## config.mk

```make
export PLATFORM = sky130hd
export DESIGN_NAME = fcw_recovery
export DESIGN_NICKNAME = d
export VERILOG_FILES = /design/src/rtl/fcw_pkg.sv /design/src/rtl/fcw_regs.sv /design/src/rtl/fcw_wdog.sv /design/src/rtl/fcw_pulse.sv /design/src/rtl/fcw_sel.sv /design/src/rtl/fcw_recovery.sv
export SDC_FILE = /design/constraint.sdc
export NUM_CORES = 1
export LEC_CHECK = 0
export ABC_AREA = 1
export BUFFER_PORTS_ARGS = -buffer_cell sky130_fd_sc_hd__buf_2
export CAP_MARGIN = 20
export CORE_ASPECT_RATIO = 1.75
export CORE_MARGIN = 2
export CORE_UTILIZATION = 55
export CTS_CLUSTER_DIAMETER = 50
export CTS_CLUSTER_SIZE = 24
export DETAILED_ROUTE_END_ITERATION = 10
export MAX_ROUTING_LAYER = met4
export PLACE_DENSITY_LB_ADDON = 0.12
export SLEW_MARGIN = 20
export SYNTH_ARGS = -nofsm -noshare
export SYNTH_HDL_FRONTEND = slang
export SYNTH_HIERARCHICAL = 1
export SYNTH_SLANG_ARGS = --single-unit
```

## constraint.sdc

```tcl
create_clock -name clk -period 1.78 [get_ports clk]
set_input_delay 0.267 -clock clk [delete_from_list [all_inputs] [get_ports clk]]
set_output_delay 0.267 -clock clk [all_outputs]
set_load 0.1 [all_outputs]
```

## src/rtl/fcw_pkg.sv

```systemverilog
// Package: register addresses and field positions shared by the
// frequency-change watchdog recovery blocks.
package fcw_pkg;
    localparam int ADDR_W = 2;
    localparam int DATA_W = 8;
    localparam int CODE_W = 5;
    localparam int HALF_W = 4;

    localparam logic [ADDR_W-1:0] ADDR_WDOG = 2'd0;
    localparam logic [ADDR_W-1:0] ADDR_FSEL = 2'd1;
    localparam logic [ADDR_W-1:0] ADDR_DIV  = 2'd2;

    localparam int BIT_REVERT = 4;
    localparam int BIT_CLEAR  = 7;
    localparam int BIT_DIVEN  = 0;

    typedef struct packed {
        logic [HALF_W-1:0] halves;
        logic              revert;
    } wdog_cfg_t;
endpackage

```

## src/rtl/fcw_regs.sv

```systemverilog
// Module: fcw_regs
// Holds the timeout field, the fallback bit and the software code.
// Decodes writes into arm, cancel, divider and status-clear strobes.
// Assumes one write per cycle. The arm test uses the timeout value
// already stored, not the data of the same write.
module fcw_regs
    import fcw_pkg::*;
(
    input  logic              clk,
    input  logic              rst_n,
    input  logic              wr_en,
    input  logic [ADDR_W-1:0] wr_addr,
    input  logic [DATA_W-1:0] wr_data,
    output wdog_cfg_t         cfg,
    output logic [CODE_W-1:0] sw_code,
    output logic              sw_wr,
    output logic              div_set,
    output logic              div_clr,
    output logic              arm,
    output logic              cancel,
    output logic              clr_status
);
    logic wr_wdog, wr_fsel, wr_div;
    logic unused_bits;

    // Decode the targeted register.
    always_comb begin
        wr_wdog = wr_en && (wr_addr == ADDR_WDOG);
        wr_fsel = wr_en && (wr_addr == ADDR_FSEL);
        wr_div  = wr_en && (wr_addr == ADDR_DIV);
    end

    assign unused_bits = &{1'b0, wr_data[6:5]};

    // Derive the strobes used by the countdown and selection logic.
    always_comb begin
        sw_wr      = wr_fsel;
        div_set    = wr_div && wr_data[BIT_DIVEN];
        div_clr    = wr_div && !wr_data[BIT_DIVEN];
        arm        = (wr_fsel || div_set) && (cfg.halves != '0);
        cancel     = wr_wdog && (wr_data[HALF_W-1:0] == '0);
        clr_status = wr_wdog && wr_data[BIT_CLEAR];
    end

    // Store the configuration fields.
    always_ff @(posedge clk) begin
        if (!rst_n) begin
            cfg     <= '0;
            sw_code <= '0;
        end else begin
            if (wr_wdog) begin
                cfg.halves <= wr_data[HALF_W-1:0];
                cfg.revert <= wr_data[BIT_REVERT];
            end
            if (wr_fsel) begin
                sw_code <= wr_data[CODE_W-1:0];
            end
        end
    end
endmodule

```

## src/rtl/fcw_wdog.sv

```systemverilog
// Module: fcw_wdog
// Countdown in half-second units. A prescaler divides the core clock
// by TICK_DIV. The count restarts on arm and stops on cancel.
// expire is a one-cycle pulse in the last cycle of the timeout.
// Assumes halves is non-zero whenever arm is asserted.
module fcw_wdog #(
    parameter int TICK_DIV = 50_000_000,
    parameter int HALF_W   = 4
) (
    input  logic              clk,
    input  logic              rst_n,
    input  logic              arm,
    input  logic              cancel,
    input  logic [HALF_W-1:0] halves,
    output logic              running,
    output logic              expire
);
    localparam int PW = (TICK_DIV > 1) ? $clog2(TICK_DIV) : 1;
    localparam logic [PW-1:0] PRE_LAST = PW'(TICK_DIV - 1);

    logic [PW-1:0]     pre;
    logic [HALF_W-1:0] rem;
    logic              tick_last;

    // Flag the last core cycle of each half-second unit, and the end of the timeout.
    always_comb begin
        tick_last = (pre == PRE_LAST);
        expire    = running && tick_last && (rem == HALF_W'(1));
    end

    // Step the prescaler and the remaining-unit counter.
    always_ff @(posedge clk) begin
        if (!rst_n) begin
            running <= 1'b0;
            pre     <= '0;
            rem     <= '0;
        end else if (arm) begin
            running <= 1'b1;
            pre     <= '0;
            rem     <= halves;
        end else if (cancel) begin
            running <= 1'b0;
            pre     <= '0;
        end else if (running) begin
            if (tick_last) begin
                pre <= '0;
                rem <= rem - HALF_W'(1);
                if (rem == HALF_W'(1)) begin
                    running <= 1'b0;
                end
            end else begin
                pre <= pre + PW'(1);
            end
        end
    end
endmodule

```

## src/rtl/fcw_pulse.sv

```systemverilog
// Module: fcw_pulse
// Drives the active-low system reset for PULSE_CYC cycles after expire,
// and keeps the sticky timeout flag. Assumes PULSE_CYC >= 1.
// When expire and clear come in the same cycle, the flag is set.
module fcw_pulse #(
    parameter int PULSE_CYC = 600_000
) (
    input  logic clk,
    input  logic rst_n,
    input  logic expire,
    input  logic clr_status,
    output logic sys_rst_n,
    output logic timeout_flag
);
    localparam int CW = (PULSE_CYC > 1) ? $clog2(PULSE_CYC) : 1;
    localparam logic [CW-1:0] CNT_LOAD = CW'(PULSE_CYC - 1);

    logic [CW-1:0] cnt;

    // Time the reset pulse.
    always_ff @(posedge clk) begin
        if (!rst_n) begin
            sys_rst_n <= 1'b1;
            cnt       <= '0;
        end else if (expire) begin
            sys_rst_n <= 1'b0;
            cnt       <= CNT_LOAD;
        end else if (!sys_rst_n) begin
            if (cnt == '0) begin
                sys_rst_n <= 1'b1;
            end else begin
                cnt <= cnt - CW'(1);
            end
        end
    end

    // Hold the sticky timeout status.
    always_ff @(posedge clk) begin
        if (!rst_n) begin
            timeout_flag <= 1'b0;
        end else if (expire) begin
            timeout_flag <= 1'b1;
        end else if (clr_status) begin
            timeout_flag <= 1'b0;
        end
    end
endmodule

```

## src/rtl/fcw_sel.sv

```systemverilog
// Module: fcw_sel
// Chooses the frequency code and divider mode in use. Software writes
// switch to the programmed values. On expiry, the fallback bit picks
// the hardware-latched or the software source. Expiry wins over a write
// in the same cycle.
module fcw_sel #(
    parameter int CODE_W = 5
) (
    input  logic              clk,
    input  logic              rst_n,
    input  logic [CODE_W-1:0] hw_code,
    input  logic [CODE_W-1:0] sw_code,
    input  logic              sw_wr,
    input  logic              div_set,
    input  logic              div_clr,
    input  logic              expire,
    input  logic              revert,
    output logic [CODE_W-1:0] freq_code,
    output logic              div_mode
);
    logic sw_on;

    // Track which source is active.
    always_ff @(posedge clk) begin
        if (!rst_n) begin
            sw_on    <= 1'b0;
            div_mode <= 1'b0;
        end else if (expire) begin
            sw_on <= revert;
            if (!revert) begin
                div_mode <= 1'b0;
            end
        end else begin
            if (sw_wr) begin
                sw_on <= 1'b1;
            end
            if (div_set) begin
                div_mode <= 1'b1;
            end else if (div_clr) begin
                div_mode <= 1'b0;
            end
        end
    end

    // Select the code driven to the clock generator.
    always_comb begin
        freq_code = sw_on ? sw_code : hw_code;
    end
endmodule

```

## src/rtl/fcw_recovery.sv

```systemverilog
// Module: fcw_recovery (top)
// Frequency-change watchdog recovery controller. It joins the register
// decode, the countdown, the reset pulse and the source selection.
// Assumes PULSE_CYC < TICK_DIV, so a pulse ends before another expiry.
module fcw_recovery
    import fcw_pkg::*;
#(
    parameter int TICK_DIV  = 50_000_000,
    parameter int PULSE_CYC = 600_000
) (
    input  logic              clk,
    input  logic              rst_n,
    input  logic [CODE_W-1:0] hw_code,
    input  logic              wr_en,
    input  logic [ADDR_W-1:0] wr_addr,
    input  logic [DATA_W-1:0] wr_data,
    output logic [CODE_W-1:0] freq_code,
    output logic              div_mode,
    output logic              sys_rst_n,
    output logic              wd_timeout
);
    wdog_cfg_t         cfg;
    logic [CODE_W-1:0] sw_code;
    logic              sw_wr, div_set, div_clr, arm, cancel, clr_status;
    logic              wd_run, expire, revert;

    assign revert = cfg.revert;

    fcw_regs u_regs (
        .clk(clk), .rst_n(rst_n), .wr_en(wr_en), .wr_addr(wr_addr),
        .wr_data(wr_data), .cfg(cfg), .sw_code(sw_code), .sw_wr(sw_wr),
        .div_set(div_set), .div_clr(div_clr), .arm(arm), .cancel(cancel),
        .clr_status(clr_status)
    );

    fcw_wdog #(.TICK_DIV(TICK_DIV), .HALF_W(HALF_W)) u_wdog (
        .clk(clk), .rst_n(rst_n), .arm(arm), .cancel(cancel),
        .halves(cfg.halves), .running(wd_run), .expire(expire)
    );

    fcw_pulse #(.PULSE_CYC(PULSE_CYC)) u_pulse (
        .clk(clk), .rst_n(rst_n), .expire(expire), .clr_status(clr_status),
        .sys_rst_n(sys_rst_n), .timeout_flag(wd_timeout)
    );

    fcw_sel #(.CODE_W(CODE_W)) u_sel (
        .clk(clk), .rst_n(rst_n), .hw_code(hw_code), .sw_code(sw_code),
        .sw_wr(sw_wr), .div_set(div_set), .div_clr(div_clr),
        .expire(expire), .revert(revert), .freq_code(freq_code),
        .div_mode(div_mode)
    );
endmodule

```

==> results of run 1 <==
==> repair_timing <==
item	in CTS	in global routing
setup endpoints to repair	0	37
hold buffers	0	0
resized for setup	0	14
buffers inserted	0	4
hold endpoints to repair	0	0
==> layout by cell type (no fill, tap or decap), types with 3 or more instances in the layout <==
master and instances:
nor2_1 110, inv_2 7, clkbuf_16 9, o21ai_0 8
xnor2_1 3, ha_1 3, nand2_1 167, buf_2 23
a21oi_1 22, dfxtp_2 3, clkinv_2 3, nand3_2 5
xor2_1 10, nor2_4 5, dfxtp_1 62, buf_4 43
nand2_4 3, a31oi_1 4, nand4_1 20, nor3_1 18
nand3_1 54, nor2_2 10, inv_1 93
==> worst max-delay path: stages, from the launching register on <==
cell,delay [ns]
dfxtp_2,0.33
ha_2,0.17
buf_4,0.10
nand3_2,0.10
nor2_4,0.18
nand2_4,0.07
nor2_4,0.20
nand2_4,0.11
nor2_8,0.17
nand3_2,0.08
nand2_1,0.08
nor2_1,0.05
==> final cells by class <==
class | instances | area share (%)
Clock buffer | 11 | 5.076
Clock inverter | 5 | 1.648
Inverter | 102 | 8.032
Multi-Input combinational cell | 461 | 46.60
Sequential cell | 65 | 27.29
Tap cell | 84 | 2.198
Timing Repair Buffer | 66 | 9.158
==> registers in the layout, indices dropped and copies added (netlist names) <==
name / count
u_wdog/pre: 26
u_pulse/cnt: 20
u_regs/cfg: 5
u_regs/sw_code: 5
u_wdog/rem: 4
u_pulse/sys_rst_n: 1
u_pulse/timeout_flag: 1
u_sel/div_mode: 1
u_sel/sw_on: 1
u_wdog/running: 1
==> Yosys cell counts, types with 2 or more instances <==
cell / number / share of area, %
nand3_1: 57 / 7.2
nand2_1: 167 / 16
nand2_4: 3 / 0.86
xor2_1: 10 / 2.2
clkinv_1: 2 / 0.19
clkbuf_1: 4 / 0.38
dfxtp_1: 65 / 33
inv_1: 95 / 9.1
nand3_2: 2 / 0.51
a21oi_1: 22 / 2.8
nor2_2: 7 / 1.1
o22ai_1: 2 / 0.32
nor2_1: 114 / 11
nor3_1: 19 / 2.4
ha_1: 5 / 1.6
a31oi_1: 4 / 0.64
o21ai_0: 9 / 1.1
inv_2: 5 / 0.48
buf_6: 2 / 0.57
nand4_1: 20 / 3.2
nor2_4: 4 / 1.1
xnor2_1: 3 / 0.67
buf_2: 3 / 0.38
==> logic make-up (layout without fill, tap and decap cells) <==
group,Yosys count,after routing,synth area share (%)
xor gates and xnor gates,13,13,2.893
DFF,65,65,33.06
AOI/OAI and AO/OA,43,43,6.039
and+or+nand+nor,400,400,45.07
adders and majority gates,5,5,1.589
buffers and inverters,113,184,11.35
==> power groups by stage <==
| stage | clock [mW] | sequential (mW) | combinational, mW |
|---|---|---|---|
| after floorplan | 0 | 1.53 | 0.189 |
| after global placement | 0 | 1.53 | 0.262 |
| after detailed placement | 0 | 1.53 | 0.270 |
| after CTS | 1.93 | 1.50 | 0.272 |
| after global routing | 1.98 | 1.50 | 0.297 |
| final | 1.89 | 1.50 | 0.272 |
==> routing by layer <==
metal  part of all wire [%]  track usage, %
met3                    2.3           4.466
met4                    4.0           17.20
met5                      0               -
met1                     37           23.89
met2                     57           51.52
==> final timing paths <==
path	end	slack, ns
min reg2reg	u_pulse/timeout_flag	0.47
max	u_wdog/pre[22]	0.04
max reg2reg	u_wdog/pre[22]	0.04
min	u_regs/sw_code[4]	0.20
==> stage by stage <==
step | worst slack [ns] | instance area (sq um) | TNS, ns
after global routing | -0.02837 | 4782 | -0.07339
after floorplan | 0.02363 | 3948 | 0
after CTS | 0.01540 | 4715 | 0
final | 0.03715 | 4782 | 0
after global placement | 0.07579 | 4393 | 0
after detailed placement | 0.03223 | 4393 | 0
==> summary.txt, run 1 <==
Pwr
  – Internal: 2.819 mW
  – Reg power frac: 40.9%
  – Combinational share of power: 7.4%
  – Worst vdd ir: 619.4 uV
  – Clock share of power: 51.6%
  – LEAKAGE: 2.368 nW
  – Total power: 3.660 mW
  – Sw Share: 22.98%
  – PD cells: 765.3 nW/um^2
  – Net switching power: 841.0 uW

Clock network
  – CTS H-tree depth: 3
  – Num CTS Buffers: 9
  – CTS tree: yes
  – Clk sink count: 65
  – Clk Latency, worst-skew pair: 0.33 ns
  – Clk slew on worst S/H paths: 0.05 ns
  – Clock Tree Buf Depth: 2
  – Root Buffer: clkbuf_16

Synth
  – Avg Cell Area, Syn: 6.160 sq um
  – Post-Syn Instances: 639
  – Main flop type after synthesis: dfxtp_1
  – Post-synthesis sequential area ratio: 33.06%
  – Synth warn: 6
  – Net Count, Synth: 662
  – FFs w/ async S/R, synth: 0%
  – Seq cells post-synth: 65
  – Synthesized cell area: 3936 sq um
  – Netlist cell types: 38
  – Number of synthesized flops with an enable pin: 0

Die
  – Die Ht: 115.9 um
  – Die area: 7876 sq um
  – Ports: 26
  – Num rows: 40
  – Die width: 67.95 um
  – CORE AREA: 6907 sq um
  – Initial Util: 56.99%

Detailed routing
  – Wire length per cell: 12.77 um
  – TritonRoute pass-1 iters: 5
  – Via-per-instance ratio: 5.210
  – Via Count: 4137
  – Starting DRT DRC Count: 185
  – Routed WL: 10140 um
  – Drc violations: 0
  – Antenna-violating nets left: 0

Hold path
  – Hold path cells: 3
  – Hold Path Class: primary input to flop
  – Hold path start: wr_data[4]

STA
  – Hold Vio Cnt, Final: 0
  – Final setup viols: 0
  – Max Clk Rate: 0.5738 GHz
  – Slew headroom: 67.55%
  – Fin crit share: 97.91%
  – Post-Route Hold Slack: 0.1958 ns
  – Final min period: 1.743 ns
  – Clk_skew: 0.005230 ns
  – Slew @ Worst Pin: 0.4901 ns
  – Max-slew violations: 0

Global route
  – First-pass GRT wire length: 15950 um
  – Initial antenna violation count: 0
  – Total global routing overflow: 0
  – Number of global-route vias before repair: 3886
  – Largest net degree at the start of global routing: 28
  – Global-route usage over all layers: 27.44%

Critical path
  – Required @ worst endpoint: 2.00 ns
  – Setup CP Type: flop to flop
  – Crit end category: flop
  – Worst EP arrival: 1.96 ns
  – Crit path from: u_wdog/pre[0]
  – CP Max Fanout: 6
  – Critical R2R Launch: u_wdog/pre[0]
  – R2R depth: 11
  – Startpoint Class: flop

Finish
  – Area growth, synth to finish: 21.49%
  – Fin util: 69.24%
  – Reg area: 1305 sq um
  – Area occupied by multi-input gates: 2228 sq um
  – Share of layout cells above drive strength 1: 17.18%
  – Antenna cell count: 0
  – Net count, final: 728
  – Finished Layout Cells: 794
  – Fill cells: 621

Run
  – Max-Cap Viols: 0

Placed design
  – DP HPWL: 7738 um
  – Port Buf Inserts: 23
  – Placed Instances: 774
  – RePlAce Congestion: 0.9144

Run status
  – Status: completed
Power figures use the tool's default switching activity.
==> run 2: changes to the inputs <==
==> constraint.sdc (replaced) <==
create_clock -name clk -period 1.78 [get_ports clk]
set_input_delay 0.178 -clock clk [delete_from_list [all_inputs] [get_ports clk]]
set_output_delay 0.178 -clock clk [all_outputs]
set_load 0.1 [all_outputs]
==> run 2 against run 1 <==
- utilization shrank 0.090 points
- via count shrank 0.39%
- largest cell class unchanged
- clock skew shrank 0.0016 ns
- critical endpoint is now u_wdog/rem[3]
- sequential share of layout area is essentially flat
- clock power shrank 6%
- hold slack lost 0.093 ns
- cell area shrank 0.13%
==> summary.txt, run 2 (synthesis gave the netlist of run 1 again) <==
Clock network
  – Hold Buf Count CTS: 0 (unchanged)
  – Num CTS Buffers: 9 (unchanged)
  – Clk Latency, worst-skew pair: 0.33 ns (about the same)
  – CTS H-tree depth: 3 (unchanged)
  – Clk sink count: 65 (unchanged)
  – CTS tree: yes
  – Clk slew on worst S/H paths: 0.05 ns (about the same)
  – Clock Tree Buf Depth: 2 (unchanged)
  – Root Buffer: clkbuf_16

Global route
  – Largest net degree at the start of global routing: 28 (unchanged)
  – First-pass GRT wire length: 16360 um (+2.6%)
  – Initial antenna violation count: 0 (unchanged)
  – Number of global-route vias before repair: 3914 (+0.72%)
  – Global-route usage over all layers: 28.49% (+1.0 points)
  – Total global routing overflow: 0 (unchanged)

Placed design
  – Placed Instances: 774 (unchanged)
  – Post-placement cell area: 4393 sq um (unchanged)
  – Port Buf Inserts: 23 (unchanged)
  – Pre-CTS setup slack: -0.03095 ns (-0.06317 ns)
  – RePlAce Congestion: 0.9021 (-1.3%)
  – DP HPWL: 7775 um (+0.47%)

Die
  – Num rows: 40 (unchanged)
  – Initial Util: 56.99% (unchanged)
  – CORE AREA: 6907 sq um (unchanged)
  – Die area: 7876 sq um (unchanged)
  – Die width: 67.95 um (unchanged)
  – Die Ht: 115.9 um (unchanged)
  – Ports: 26 (unchanged)

Detailed routing
  – Via-per-instance ratio: 5.197 (-0.26%)
  – TritonRoute pass-1 iters: 5 (unchanged)
  – Antenna-violating nets left: 0 (unchanged)
  – Drc violations: 0 (unchanged)
  – Wire length per cell: 12.93 um (+1.3%)
  – Via Count: 4121 (-0.39%)
  – Routed WL: 10250 um (+1.1%)
  – Starting DRT DRC Count: 180 (-2.7%)

STA
  – Fin crit share: 95.34% (-2.6 points)
  – Clk_skew: 0.003665 ns (-0.001565 ns)
  – RSZ-0062 raised after global routing: yes
  – Max Clk Rate: 0.5893 GHz (+2.7%)
  – Slew @ Worst Pin: 0.4913 ns (+0.001166 ns)
  – Slew headroom: 67.47% (-0.077 points)
  – Final setup viols: 0 (unchanged)
  – Setup_tns: 0 ns (unchanged)
  – Final min period: 1.697 ns (-0.04582 ns)
  – Final worst slack: 0.08297 ns (+0.04582 ns)
  – Hold Vio Cnt, Final: 0 (unchanged)
  – Max-slew violations: 0 (unchanged)
  – Post-Route Hold Slack: 0.1027 ns (-0.09304 ns)

Pwr
  – Clock share of power: 50.1% (-1.5 points)
  – Combinational share of power: 7.7% (+0.3 points)
  – Worst vdd ir: 754.9 uV (+22%)
  – Internal: 2.712 mW (-3.8%)
  – Sw Share: 23.70% (+0.72 points)
  – PD cells: 744.3 nW/um^2 (-2.7%)
  – Net switching power: 842.3 uW (+0.16%)
  – Reg power frac: 42.2% (+1.3 points)
  – Total power: 3.555 mW (-2.9%)
  – LEAKAGE: 2.358 nW (-0.39%)

Finish
  – Antenna cell count: 0 (unchanged)
  – Most frequent cells in the layout: nand2_1, nor2_1, inv_1
  – Net count, final: 727 (-0.14%)
  – Regs by FF count: u_wdog/pre: 26 flops, u_pulse/cnt: 20 flops
  – Area growth, synth to finish: 21.33%
  – Design Area, Final: 4776 sq um (-0.13%)
  – Max reg flops: 26 (unchanged)
  – Most common cell after layout, fill and taps aside: nand2_1
  – Share of layout cells above drive strength 1: 17.21% (+0.024 points)
  – Largest Register: u_wdog/pre
  – Finished Layout Cells: 793 (-0.13%)
  – Reg area: 1305 sq um (unchanged)
  – Fill cells: 641 (+3.2%)
  – Fin util: 69.15% (-0.090 points)
  – Area occupied by multi-input gates: 2236 sq um (+0.34%)

Critical path
  – Startpoint Class: flop
  – Crit path max-delay family: simple AND/OR/NAND/NOR gates
  – Most common cell on crit path: nor2_1
  – CP max stage delay: 0.36 ns (+0.03 ns)
  – CP Max Fanout: 9 (+3)
  – Worst path slowest cell: dfxtp_1
  – Worst EP arrival: 1.92 ns (-0.04 ns)
  – Required @ worst endpoint: 2.00 ns (about the same)
  – Crit-path cells: nor2_1 -> and2_0 -> a21oi_1 -> buf_4 -> inv_1 -> nand2_1 -> nand3_1 -> nor2_1 -> nor2_1
  – Critical path buffers and inverters: 2 (+1)
  – Crit end category: flop
  – Setup CP Type: flop to flop

Run status
  – Status: completed

Hold path
  – Hold Path Class: primary input to flop

Run
  – Max-Cap Viols: 0 (unchanged)
==> run 2: metal layers <==
metal	wire length (um)	GRT usage (%)	vias up
li1	-	-	2135
met1	3670	24.68	1887
met2	5998	53.72	81
met3	320	6.699	18
met4	263	14.80	0
met5	0	-	-
==> run 2: worst paths after layout <==
path                   startpoint                   end  slack, ns  cells after the start
min                    wr_data[4]     u_regs/sw_code[4]       0.10                      3
min reg2reg  u_pulse/timeout_flag  u_pulse/timeout_flag       0.49                      2
max reg2reg         u_regs/cfg[2]         u_wdog/rem[3]       0.08                      9
max                 u_regs/cfg[2]         u_wdog/rem[3]       0.08                      9
==> run 2: layout make-up <==
| cell class | count | share of cell area, % |
|---|---|---|
| multi-input cells | 461 | 46.82 |
| flip-flops and latches | 65 | 27.33 |
| repair buffers | 65 | 9.170 |
| inverters | 102 | 8.069 |
| clock buffers | 11 | 5.292 |
| well taps | 84 | 2.201 |
| clock inverters | 5 | 1.127 |
==> run 2: power groups by stage <==
stage	registers, mW	clock network (mW)	logic, mW
2_1_floorplan	1.53	0	0.189
3_3_place_gp	1.53	0	0.263
3_5_place_dp	1.53	0	0.268
4_1_cts	1.50	1.82	0.272
5_1_grt	1.50	1.88	0.298
6_report	1.50	1.78	0.273
==> run 2: worst reg2reg max path, delay by kind of cell, from the launching register on <==
kind	cells	cell delay, ns
buf+inv	2	0.32
compound gates	1	0.23
simple gates	6	0.68
flops	1	0.36
==> run 2: timing repair <==
action,CTS,global route
pin swaps,1,7
buffers inserted,1,2
endpoints found under the setup margin,9,24
gates resized for setup,2,16
gates cloned,0,0
